$ cat config.mk
export PLATFORM = sky130hd
export DESIGN_NAME = flash_xfer_seq
export DESIGN_NICKNAME = d
export VERILOG_FILES = /design/src/rtl/xfer_seq_pkg.sv /design/src/rtl/xfer_seq_ctrl.sv /design/src/rtl/xfer_seq_dpath.sv /design/src/rtl/flash_xfer_seq.sv
export SDC_FILE = /design/constraint.sdc
export NUM_CORES = 1
export LEC_CHECK = 0
export BUFFER_PORTS_ARGS = -buffer_cell sky130_fd_sc_hd__clkbuf_2
export CAP_MARGIN = 0
export CORE_MARGIN = 2
export CORE_UTILIZATION = 50
export DETAILED_ROUTE_END_ITERATION = 7
export PLACE_DENSITY = 0.8
export SYNTH_ARGS = -nofsm -noshare
export SYNTH_HDL_FRONTEND = slang
export SYNTH_SLANG_ARGS = --single-unit
export TNS_END_PERCENT = 100
$ cat constraint.sdc
create_clock -name clk -period 2.52 [get_ports clk]
set_input_delay 0.504 -clock clk [delete_from_list [all_inputs] [get_ports clk]]
set_output_delay 0.504 -clock clk [all_outputs]
set_load 0.01 [all_outputs]
$ cat src/rtl/xfer_seq_pkg.sv
package xfer_seq_pkg;

  typedef enum logic [1:0] {
    ST_IDLE = 2'd0,
    ST_DATA = 2'd1,
    ST_FIN  = 2'd2
  } seqState_t;

  typedef enum logic [1:0] {
    LEN_FIXED   = 2'd0,
    LEN_TO_END  = 2'd1,
    LEN_ENDLESS = 2'd2
  } lenKind_t;

  // strobes from control to datapath
  typedef struct packed {
    logic load;   // latch a new command
    logic flush;  // empty the holding register
    logic step;   // one byte completed on the serializer
  } seqStrobe_t;

  localparam logic [1:0] MODE_WRITE = 2'b00;
  localparam logic [1:0] MODE_READ  = 2'b01;
  localparam logic [1:0] DMODE_NONE = 2'b00;

endpackage

$ cat src/rtl/xfer_seq_ctrl.sv
module xfer_seq_ctrl
  import xfer_seq_pkg::*;
#(
  parameter int LEN_W = 32
) (
  input  logic             clk,
  input  logic             rstN,
  input  logic             enable,
  input  logic             abortReq,
  input  logic             cmdWrite,
  input  logic [1:0]       cmdMode,
  input  logic [1:0]       cmdDataMode,
  input  logic [LEN_W-1:0] cmdLen,
  input  logic             flagClear,
  input  logic             serReq,
  input  logic             serAck,
  input  logic             lastByte,
  output seqStrobe_t       strobe,
  output logic             dataActive,
  output logic             busy,
  output logic             doneFlag
);

  seqState_t state, stateNext;
  logic      kill;
  logic      modeOk;
  logic      noData;
  logic      start;
  logic      finish;
  logic      stepNow;

  assign kill    = abortReq | ~enable;
  assign modeOk  = (cmdMode == MODE_WRITE) | (cmdMode == MODE_READ);
  assign noData  = (cmdDataMode == DMODE_NONE) | (cmdLen == '0);
  assign start   = (state == ST_IDLE) & cmdWrite & modeOk & ~kill;
  assign stepNow = (state == ST_DATA) & serReq & serAck & ~kill;

  always_comb begin
    strobe.load  = start;
    strobe.flush = start | (kill & (state != ST_IDLE));
    strobe.step  = stepNow;
  end

  always_comb begin
    stateNext = state;
    finish    = 1'b0;
    unique case (state)
      ST_IDLE: begin
        if (start) stateNext = noData ? ST_FIN : ST_DATA;
      end
      ST_DATA: begin
        if (kill) begin
          stateNext = ST_IDLE;
        end else if (stepNow && lastByte) begin
          stateNext = ST_IDLE;
          finish    = 1'b1;
        end
      end
      ST_FIN: begin
        stateNext = ST_IDLE;
        finish    = ~kill;
      end
      default: stateNext = ST_IDLE;
    endcase
  end

  always_ff @(posedge clk or negedge rstN) begin
    if (!rstN) begin
      state <= ST_IDLE;
    end else begin
      state <= stateNext;
    end
  end

  // completion flag: set has priority over software clear
  always_ff @(posedge clk or negedge rstN) begin
    if (!rstN) begin
      doneFlag <= 1'b0;
    end else if (finish) begin
      doneFlag <= 1'b1;
    end else if (flagClear) begin
      doneFlag <= 1'b0;
    end
  end

  assign busy       = (state != ST_IDLE);
  assign dataActive = (state == ST_DATA);

endmodule

$ cat src/rtl/xfer_seq_dpath.sv
module xfer_seq_dpath
  import xfer_seq_pkg::*;
#(
  parameter int ADDR_W = 32,
  parameter int LEN_W  = 32,
  parameter int SIZE_W = 5,
  parameter int BYTE_W = 8
) (
  input  logic              clk,
  input  logic              rstN,
  input  seqStrobe_t        strobe,
  input  logic              dataActive,
  input  logic              cmdIsRead,
  input  logic [ADDR_W-1:0] cmdAddr,
  input  logic [LEN_W-1:0]  cmdLen,
  input  logic [SIZE_W-1:0] sizeCode,
  input  logic              hostWrValid,
  input  logic [BYTE_W-1:0] hostWrData,
  input  logic              hostRdAck,
  input  logic [BYTE_W-1:0] serRdata,
  output logic              serReq,
  output logic              serIsWrite,
  output logic [ADDR_W-1:0] serAddr,
  output logic [BYTE_W-1:0] serWdata,
  output logic              hostWrReady,
  output logic              hostRdValid,
  output logic [BYTE_W-1:0] hostRdData,
  output logic              lastByte
);

  localparam int SPAN_W    = ADDR_W + 1;
  localparam int FULL_CODE = ADDR_W - 1;

  logic [ADDR_W-1:0] curAddr;
  logic [ADDR_W-1:0] endAddr;
  logic [LEN_W-1:0]  remaining;
  lenKind_t          kind;
  logic              isRead;
  logic              holdFull;
  logic [BYTE_W-1:0] holdData;

  logic              fullSpan;
  logic              lenAllOnes;
  logic [SPAN_W-1:0] spanBytes;
  logic [ADDR_W-1:0] endAddrNext;
  lenKind_t          kindNext;
  logic              pushOk;
  logic              popOk;

  // end-of-memory address from the size code: 2^(code+1) - 1
  assign fullSpan    = (32'(sizeCode) >= 32'(FULL_CODE));
  assign spanBytes   = SPAN_W'(1) << ({1'b0, sizeCode} + 1'b1);
  assign endAddrNext = fullSpan ? '1 : ADDR_W'(spanBytes - SPAN_W'(1));
  assign lenAllOnes  = &cmdLen;

  always_comb begin
    if (!lenAllOnes) begin
      kindNext = LEN_FIXED;
    end else if (fullSpan) begin
      kindNext = LEN_ENDLESS;
    end else begin
      kindNext = LEN_TO_END;
    end
  end

  // command registers, address and count
  always_ff @(posedge clk or negedge rstN) begin
    if (!rstN) begin
      curAddr   <= '0;
      endAddr   <= '0;
      remaining <= '0;
      kind      <= LEN_FIXED;
      isRead    <= 1'b0;
    end else if (strobe.load) begin
      curAddr   <= cmdAddr;
      endAddr   <= endAddrNext;
      remaining <= cmdLen;
      kind      <= kindNext;
      isRead    <= cmdIsRead;
    end else if (strobe.step) begin
      curAddr   <= curAddr + ADDR_W'(1);
      remaining <= remaining - LEN_W'(1);
    end
  end

  assign hostWrReady = dataActive & ~isRead & ~holdFull;
  assign hostRdValid = isRead & holdFull;
  assign pushOk      = hostWrValid & hostWrReady;
  assign popOk       = hostRdAck & hostRdValid;

  // single-byte holding register shared by both directions
  always_ff @(posedge clk or negedge rstN) begin
    if (!rstN) begin
      holdFull <= 1'b0;
      holdData <= '0;
    end else if (strobe.flush) begin
      holdFull <= 1'b0;
    end else if (strobe.step) begin
      holdFull <= isRead;
      if (isRead) holdData <= serRdata;
    end else if (pushOk) begin
      holdFull <= 1'b1;
      holdData <= hostWrData;
    end else if (popOk) begin
      holdFull <= 1'b0;
    end
  end

  always_comb begin
    unique case (kind)
      LEN_FIXED:  lastByte = (remaining == LEN_W'(1));
      LEN_TO_END: lastByte = (curAddr == endAddr);
      default:    lastByte = 1'b0;
    endcase
  end

  assign serReq     = dataActive & (isRead ? ~holdFull : holdFull);
  assign serIsWrite = ~isRead;
  assign serAddr    = curAddr;
  assign serWdata   = holdData;
  assign hostRdData = holdData;

endmodule

$ cat src/rtl/flash_xfer_seq.sv
module flash_xfer_seq
  import xfer_seq_pkg::*;
#(
  parameter int ADDR_W = 32,
  parameter int LEN_W  = 32,
  parameter int SIZE_W = 5,
  parameter int BYTE_W = 8
) (
  input  logic              clk,
  input  logic              rstN,
  input  logic              enable,
  input  logic              cmdWrite,
  input  logic [1:0]        cmdMode,
  input  logic [1:0]        cmdDataMode,
  input  logic [ADDR_W-1:0] cmdAddr,
  input  logic [LEN_W-1:0]  cmdLen,
  input  logic [SIZE_W-1:0] sizeCode,
  input  logic              irqEnable,
  input  logic              abortReq,
  input  logic              flagClear,
  input  logic              hostWrValid,
  input  logic [BYTE_W-1:0] hostWrData,
  output logic              hostWrReady,
  output logic              hostRdValid,
  output logic [BYTE_W-1:0] hostRdData,
  input  logic              hostRdAck,
  output logic              serReq,
  output logic              serIsWrite,
  output logic [ADDR_W-1:0] serAddr,
  output logic [BYTE_W-1:0] serWdata,
  input  logic              serAck,
  input  logic [BYTE_W-1:0] serRdata,
  output logic              busy,
  output logic              doneFlag,
  output logic              irq
);

  seqStrobe_t strobe;
  logic       dataActive;
  logic       lastByte;

  xfer_seq_ctrl #(
    .LEN_W(LEN_W)
  ) u_ctrl (
    .clk        (clk),
    .rstN       (rstN),
    .enable     (enable),
    .abortReq   (abortReq),
    .cmdWrite   (cmdWrite),
    .cmdMode    (cmdMode),
    .cmdDataMode(cmdDataMode),
    .cmdLen     (cmdLen),
    .flagClear  (flagClear),
    .serReq     (serReq),
    .serAck     (serAck),
    .lastByte   (lastByte),
    .strobe     (strobe),
    .dataActive (dataActive),
    .busy       (busy),
    .doneFlag   (doneFlag)
  );

  xfer_seq_dpath #(
    .ADDR_W(ADDR_W),
    .LEN_W (LEN_W),
    .SIZE_W(SIZE_W),
    .BYTE_W(BYTE_W)
  ) u_dpath (
    .clk        (clk),
    .rstN       (rstN),
    .strobe     (strobe),
    .dataActive (dataActive),
    .cmdIsRead  (cmdMode[0]),
    .cmdAddr    (cmdAddr),
    .cmdLen     (cmdLen),
    .sizeCode   (sizeCode),
    .hostWrValid(hostWrValid),
    .hostWrData (hostWrData),
    .hostRdAck  (hostRdAck),
    .serRdata   (serRdata),
    .serReq     (serReq),
    .serIsWrite (serIsWrite),
    .serAddr    (serAddr),
    .serWdata   (serWdata),
    .hostWrReady(hostWrReady),
    .hostRdValid(hostRdValid),
    .hostRdData (hostRdData),
    .lastByte   (lastByte)
  );

  assign irq = doneFlag & irqEnable;

endmodule

# [After elaboration in Yosys (flattened, before gate mapping)]
# Cells that the tools add are included.
# Widths: inputs -> output; s select.
[op_classes] n_eq_ne=9 mux=26 n_bitwise=23 n_shift=1 order_cmp=1 n_reduce_logical=14 addsub=4
[ops] cell="$mux 32" count=5
[ops] cell="$sub 32x1->32 const B" count=2
[ops] cell="$add 32x1->32 const B" count=1
[ops] cell="$eq 32x1->1 const B" count=1
[ops] cell="$eq 32x32->1" count=1
[ops] cell="$logic_not 32->1" count=1
[ops] cell="$reduce_and 32->1" count=1
[ops] cell="$shl 1x6->32 const A" count=1
[ops] cell="$mux 8" count=3
[ops] cell="$and 1x1->1" count=14
[ops] cell="$mux 2" count=6
[ops] cell="$mux 1" count=9
[ops] cell="$logic_not 2->1" count=4
[ops] cell="$reduce_bool 2->1" count=4
[ops] cell="$add 5x1->6 const B" count=1
[ops] cell="$eq 2x1->1 const B" count=3
[ops] cell="$ge 5x5->1 const B" count=1
[ops] cell="$not 1->1" count=5
[ops] cell="$ne 2x1->1 const B" count=2
[ops] cell="$or 1x1->1" count=4
[ops] cell="$pmux 1 s2" count=2
[ops] cell="$pmux 2 s2" count=1
[ops] cell="$reduce_bool 4->1" count=1
[ops] cell="$ne 3x3->1 const B" count=1
[ops] cell="other kinds (4)" count=4
[totals] wordCells=87 ff_bits=111 input_bits=99 out_inout_bits=55

# [Depth between registers and ports, before layout]
[logic_depth] word_depth=11 mapped_depth=17 ltp_nobuf=12

# [By module]
# A second synthesis with hierarchy kept.
[unflattened] cells_unflattened=812 area_unflattened_um2=7050.5
[modules_own_cells] mod="xfer_seq_dpath" seq_area_each_um2=2702.6 instances=1 cells_each=772 area_per_inst_um2=6715.2
[modules_own_cells] mod="xfer_seq_ctrl" seq_area_each_um2=75.1 instances=1 cells_each=39 area_per_inst_um2=329.1
[modules_own_cells] mod="flash_xfer_seq" seq_area_each_um2=0.0 instances=1 cells_each=1 area_per_inst_um2=6.3

# [Worst setup path after synthesis]
# Ideal clock, no wire load.
[synth_timing] kind="input -> register" from="input port sizeCode[3]" to="register u_dpath.endAddr[16]" t_required_ns=2.388 setup_time_ns=0.132 t_arrival_ns=3.334 cell_stages=17 slack_ns=-0.946 path_buffers=5 cell_sequence="clkbuf_1 and2_1 clkbuf_1 nand2_1 inv_1 ha_1 clkbuf_1 clkbuf_1 nor2_1 nand2_1 ha_1 clkbuf_1 nor2_1 nor2_1 o21ai_0 a2111oi_0 nor2_1"
[synth_via] elab_chain_cells=4 elab_cells_between_ends=5 classes_between="add/sub (2); order compare (1); shift (1); mux (1)"
[synth_rtl] item="from (decl)" line="flash_xfer_seq.sv:17" source="input logic [SIZE_W-1:0] sizeCode,"
[synth_rtl] item="$add 5x1->6" line="xfer_seq_dpath.sv:52" source="assign spanBytes = SPAN_W'(1) << ({1'b0, sizeCode} + 1'b1);"
[synth_rtl] item="$shl 1x6->32" line="xfer_seq_dpath.sv:52"
[synth_rtl] item="$sub 32x1->32" line="xfer_seq_dpath.sv:53" source="assign endAddrNext = fullSpan ? '1 : ADDR_W'(spanBytes - SPAN_W'(1));"
[synth_rtl] item="$mux 32 *" line="xfer_seq_dpath.sv:53"
[synth_rtl] item="to (signal assigned)" line="xfer_seq_dpath.sv:76" source="endAddr <= endAddrNext;"
[synth_rtl] item="to (decl)" line="xfer_seq_dpath.sv:35" source="logic [ADDR_W-1:0] endAddr;"
# Every way passes the cells marked *; elsewhere a longest branch is shown, timed or not.
# A chain may end at the register's enable or synchronous reset.

# [Final worst setup path]
[layout_timing] from="register u_dpath.remaining[1]" to="register u_ctrl.state[0]"
[layout_via] elab_chain_cells=5
[layout_rtl] item="from (decl)" line="xfer_seq_dpath.sv:36" source="logic [LEN_W-1:0] remaining;"
[layout_rtl] item="from (signal assigned)" line="xfer_seq_dpath.sv:77" source="remaining <= cmdLen;"
[layout_rtl] item="from (signal assigned)" line="xfer_seq_dpath.sv:82" source="remaining <= remaining - LEN_W'(1);"
[layout_rtl] item="$eq 32x1->1" line="xfer_seq_dpath.sv:111" source="LEN_FIXED: lastByte = (remaining == LEN_W'(1));"
[layout_rtl] item="$pmux 1 s2" line="xfer_seq_dpath.sv:110" source="unique case (kind)"
[layout_rtl] item="$logic_and 1x1->1" line="xfer_seq_ctrl.sv:54" source="end else if (stepNow && lastByte) begin"
[layout_rtl] item="$ne 3x3->1 (no line)"
[layout_rtl] item="$reduce_and 2->1 (no line)"
[layout_rtl] item="to (signal assigned)" line="xfer_seq_ctrl.sv:71" source="state <= stateNext;"
[layout_rtl] item="to (decl)" line="xfer_seq_ctrl.sv:24" source="seqState_t state, stateNext;"
# Every way passes these cells.

==> metrics.sh <==
CRITICAL_PATH.MAX_STAGE_DELAY_PS=550
POST_SYNTH.CELL_AREA_AVG_SQ_UM=8.359
CRITPATHCAPTURETYPE='flip-flop'
CRIT_ARRIVAL_PS=2730
VIAS=6648
POWER_LEAKAGE_nW=3.576
YOSYS_WARNINGS=0
YOSYSTOPAREACELL='dfrtp_1'
TIGHTEST_SLEW_PS=555.8
CP_TOP_FAMILY='simple AND/OR/NAND/NOR gates'
DESIGN.DIE.AREA_SQ_UM=14760
TOP_AREA_CELL_TYPE_SHARE_OF_THE_NETLIST_AREA=0.4023
CRITICAL-PATH-SLOWEST-CELL='or4_4'
GRT_USAGE=0.2660
NUMBER_OF_DESIGN_RULE_VIOLATIONS_LEFT_AFTER_DETAIL_ROUTING=0
SYNTH.TOP_CELLS.BY_COUNT='nand2_1 (138), dfrtp_1 (111), o21ai_0 (78)'
IO_PINS=154
LEVEL_COUNT_OF_THE_CLOCK_H_TREE=3
WORST-PATH-BUF-INV=1
SEQ_POWER_SHARE=0.437
SYNTHDISTINCTLIBCELLS=64
NUM_ANTENNA_CELLS=0
FINAL_CORE_UTILIZATION=0.6318
MIN_PERIOD_OVER_PERIOD=0.9907
RELATIVE_SLEW_SLACK=0.6281
CELL_COUNT_FINAL_FILLERS_OUT=1159
SYNTHCELLS=826
YOSYSMOSTFREQUENTCELL='nand2_1'
POWER.SHARE.SWITCHING=0.4004
MAX_CAP_VIOLATIONS=0
TRITONCTS_NUM_SINKS=111
PORT_BUFFERS=153
YS_FF_LATCH=111
CTSROOTBUFFERMASTER='clkbuf_16'
DRTITER0DRC=557
CTS_MAX_PATH_BUFFERS=2
DETAIL_ROUTE.FIRST_PASS.ITERATIONS=6
FMAX_MHz=400.6
LAYOUT-AREA-OVERHEAD-VS-SYNTH_PCT=22.15
WIRE_LENGTH_OF_THE_FIRST_GLOBAL_ROUTING_PASS_MICRONS=31080
PLACE.GP.CONGESTION=0.9058
PIN_COUNT_OF_THE_BIGGEST_NET_ENTERING_GLOBAL_ROUTING=95
CP.REQUIRED_PS=2750
CRITICAL_PATH.CELL_CHAIN='inv_2 -> ha_4 -> or4b_4 -> or4_4 -> nor4_2 -> o21ai_1 -> o21ai_2 -> mux2_4'
CP_MAX_FO=2
CTS_MADE_BUFFERS=9
SETUP_TNS_PS=0
INITIAL_ANTENNA_VIOLATION_COUNT=0
CLOCK_GROUP_SHARE_OF_TOTAL_POWER=0.178
DRT-TOTAL-WL_MICRONS=19750
SETUP_VIOL=0
VIASPERCELL=5.736
NETLIST_AREA_SQ_UM=6904
SYNTH_AREA_LEADERS='dfrtp_1 (40%), xnor2_1 (8.0%), nand2_1 (7.5%)'
COMBINATIONALPOWERSHARE=0.386
GRT-OVFL-TOTAL=0
NETS=1086
LAYOUT-DRIVE-GT1-SHARE=0.2604
CTSHOLDBUFFERS=0
POST_SYNTH_EDFFS=0
INITIAL_STANDARD_CELL_UTILIZATION_OF_THE_CORE=0.5172
CORE_REGION_AREA_SQ_UM=13350
ANTENNA_LEFT=0
DIE_WIDTH_MICRONS=121.5
DIE_HEIGHT_MICRONS=121.5
FIN_WORST_SKEW_PS=12.64
DPL.CELL_COUNT=1141
PWR_DENSITY_CELL_nW_PER_UM2=1004
INTERNAL_POWER_mW=5.078
FIRST_GLOBAL_VIAS=6142
MIN-DELAY-PATH-CLASS='in -> async'
CLOCK_LATENCY_PS=350
CRITICAL_PATH_CLASS='reg -> reg'
DPL_CELL_AREA_SQ_UM=8043
MAIN_FLOP_TYPE_AFTER_SYNTHESIS='dfrtp_1'
SWITCHING_POWER_mW=3.391
WORSTSETUPSTARTPOINTTYPE='flip-flop'
FINAL.MIN_CLOCK_PERIOD_PS=2496
FINAL-HOLD-VIOLATION-COUNT=0
POSTSYNTHNETCOUNT=934
PORTION_OF_THE_POST_SYNTHESIS_AREA_USED_BY_SEQUENTIAL_ELEMENTS=0.4023
CLKSLEWWORSTSETUPHOLDPATHS_PS=80
LAYOUT.CELL_AREA.NON_FILLER_SQ_UM=8433
ROW_COUNT=42
NFILLCELLS=1146
CLOCK_TREE_FROM_TRITONCTS='built'
FINAL-MAX-SLEW-VIOLATION-COUNT=0
RUN_STATUS='completed'
ASYNCSETRESETFLOPFRACSYNTH=1.000
ROUTED_WIRE_LENGTH_PER_INSTANCE_MICRONS=17.04
GRT_SETUP_UNREPAIRED='yes'
IRDROPWORSTVDD_uV=457.8
DETAILEDPLACEMENTHPWL_MICRONS=14460
==> flip-flops by register name, indices dropped and copies added, names as in the netlist <==
register,flops
u_dpath.serAddr,32
u_dpath.kind,2
u_dpath.remaining,32
u_dpath.hostRdData,8
u_dpath.endAddr,32
u_dpath.holdFull,1
u_ctrl.state,2
u_ctrl.doneFlag,1
u_dpath.isRead,1
==> final cells by class <==
type / instances / area [sq um] / share of cell area
Timing Repair Buffer: 196 / 1120 / 0.1328
Clock inverter: 4 / 51.30 / 0.006083
Sequential cell: 111 / 2778 / 0.3294
Tap cell: 176 / 220.2 / 0.02611
Clock buffer: 12 / 266.5 / 0.03160
Multi-Input combinational cell: 647 / 3946 / 0.4680
Inverter: 13 / 51.30 / 0.006083
==> cell usage in the layout (no fill, tap or decap), drive strengths merged, types with 23 or more instances in the layout <==
cell type / synthesis / final
clkbuf: 46 / 164
nand2: 138 / 138
dfrtp: 111 / 111
o21ai: 86 / 86
nor2: 76 / 76
xnor2: 63 / 63
buf: 9 / 44
xor2: 35 / 35
nand4: 31 / 31
a21oi: 26 / 26
nand3: 23 / 23
nor4: 23 / 23
==> timing repair <==
action,4_1_cts,5_1_grt
resized for setup,0,15
setup buffers,0,2
setup endpoints to repair,0,31
==> through the flow <==
stage	total power, mW	hold slack (ps)	worst slack (ps)
after floorplan	5.660	208.4	-338.0
after global placement	6.744	481.0	32.58
after detailed placement	6.860	490.8	-27.12
after CTS	8.402	153.9	5.047
after global routing	9.010	153.9	-93.48
final	8.468	129.6	23.52
==> power by group through the flow <==
stage               clock network (mW)  registers (mW)  logic, mW
floorplan                            0            3.56       2.10
global placement                     0            3.66       3.09
detailed placement                   0            3.68       3.18
CTS                               1.52            3.67       3.22
global route                      1.59            3.80       3.62
finish                            1.50            3.70       3.27
==> final timing paths <==
kind,start,to,slack (ps),cells past startpoint
max in group asynchronous,rstN,u_dpath.hostRdData[4]$_DFFE_PN0P_,1690,2
worst min-delay path,rstN,u_dpath.endAddr[20]$_DFFE_PN0P_,130,1
min in group clk,cmdAddr[19],u_dpath.serAddr[19]$_DFFE_PN0P_,360,3
worst max register to register,u_dpath.remaining[1]$_DFFE_PN0P_,u_ctrl.state[0]$_DFFE_PN0P_,20,8
worst min register to register,u_dpath.endAddr[21]$_DFFE_PN0P_,u_dpath.endAddr[21]$_DFFE_PN0P_,500,2
worst max-delay path,u_dpath.remaining[1]$_DFFE_PN0P_,u_ctrl.state[0]$_DFFE_PN0P_,20,8
==> routing by layer <==
layer  vias up  track usage  wire, microns  share of wire
met3        41      0.03947           1359          0.069
li1       3189            -              -              -
met1      3151       0.3880           9030           0.46
met4         0      0.09124            492          0.025
met2       267       0.4063           8871           0.45
met5         -            0              0              0
==> cell families (layout without fill, tap and decap cells) <==
| kind of cell | after synthesis | in the layout | synth area share |
|---|---|---|---|
| adder cells (fa/ha/maj) | 9 | 9 | 0.01631 |
| XOR/XNOR | 98 | 98 | 0.1243 |
| buffers and inverters | 68 | 225 | 0.04241 |
| flip-flops | 111 | 111 | 0.4023 |
| multiplexers | 6 | 6 | 0.009061 |
| AO/OA/AOI/OAI | 169 | 169 | 0.1466 |
| AND/OR/NAND/NOR | 365 | 365 | 0.2590 |
No activity file was read; power rests on OpenSTA's default activity.
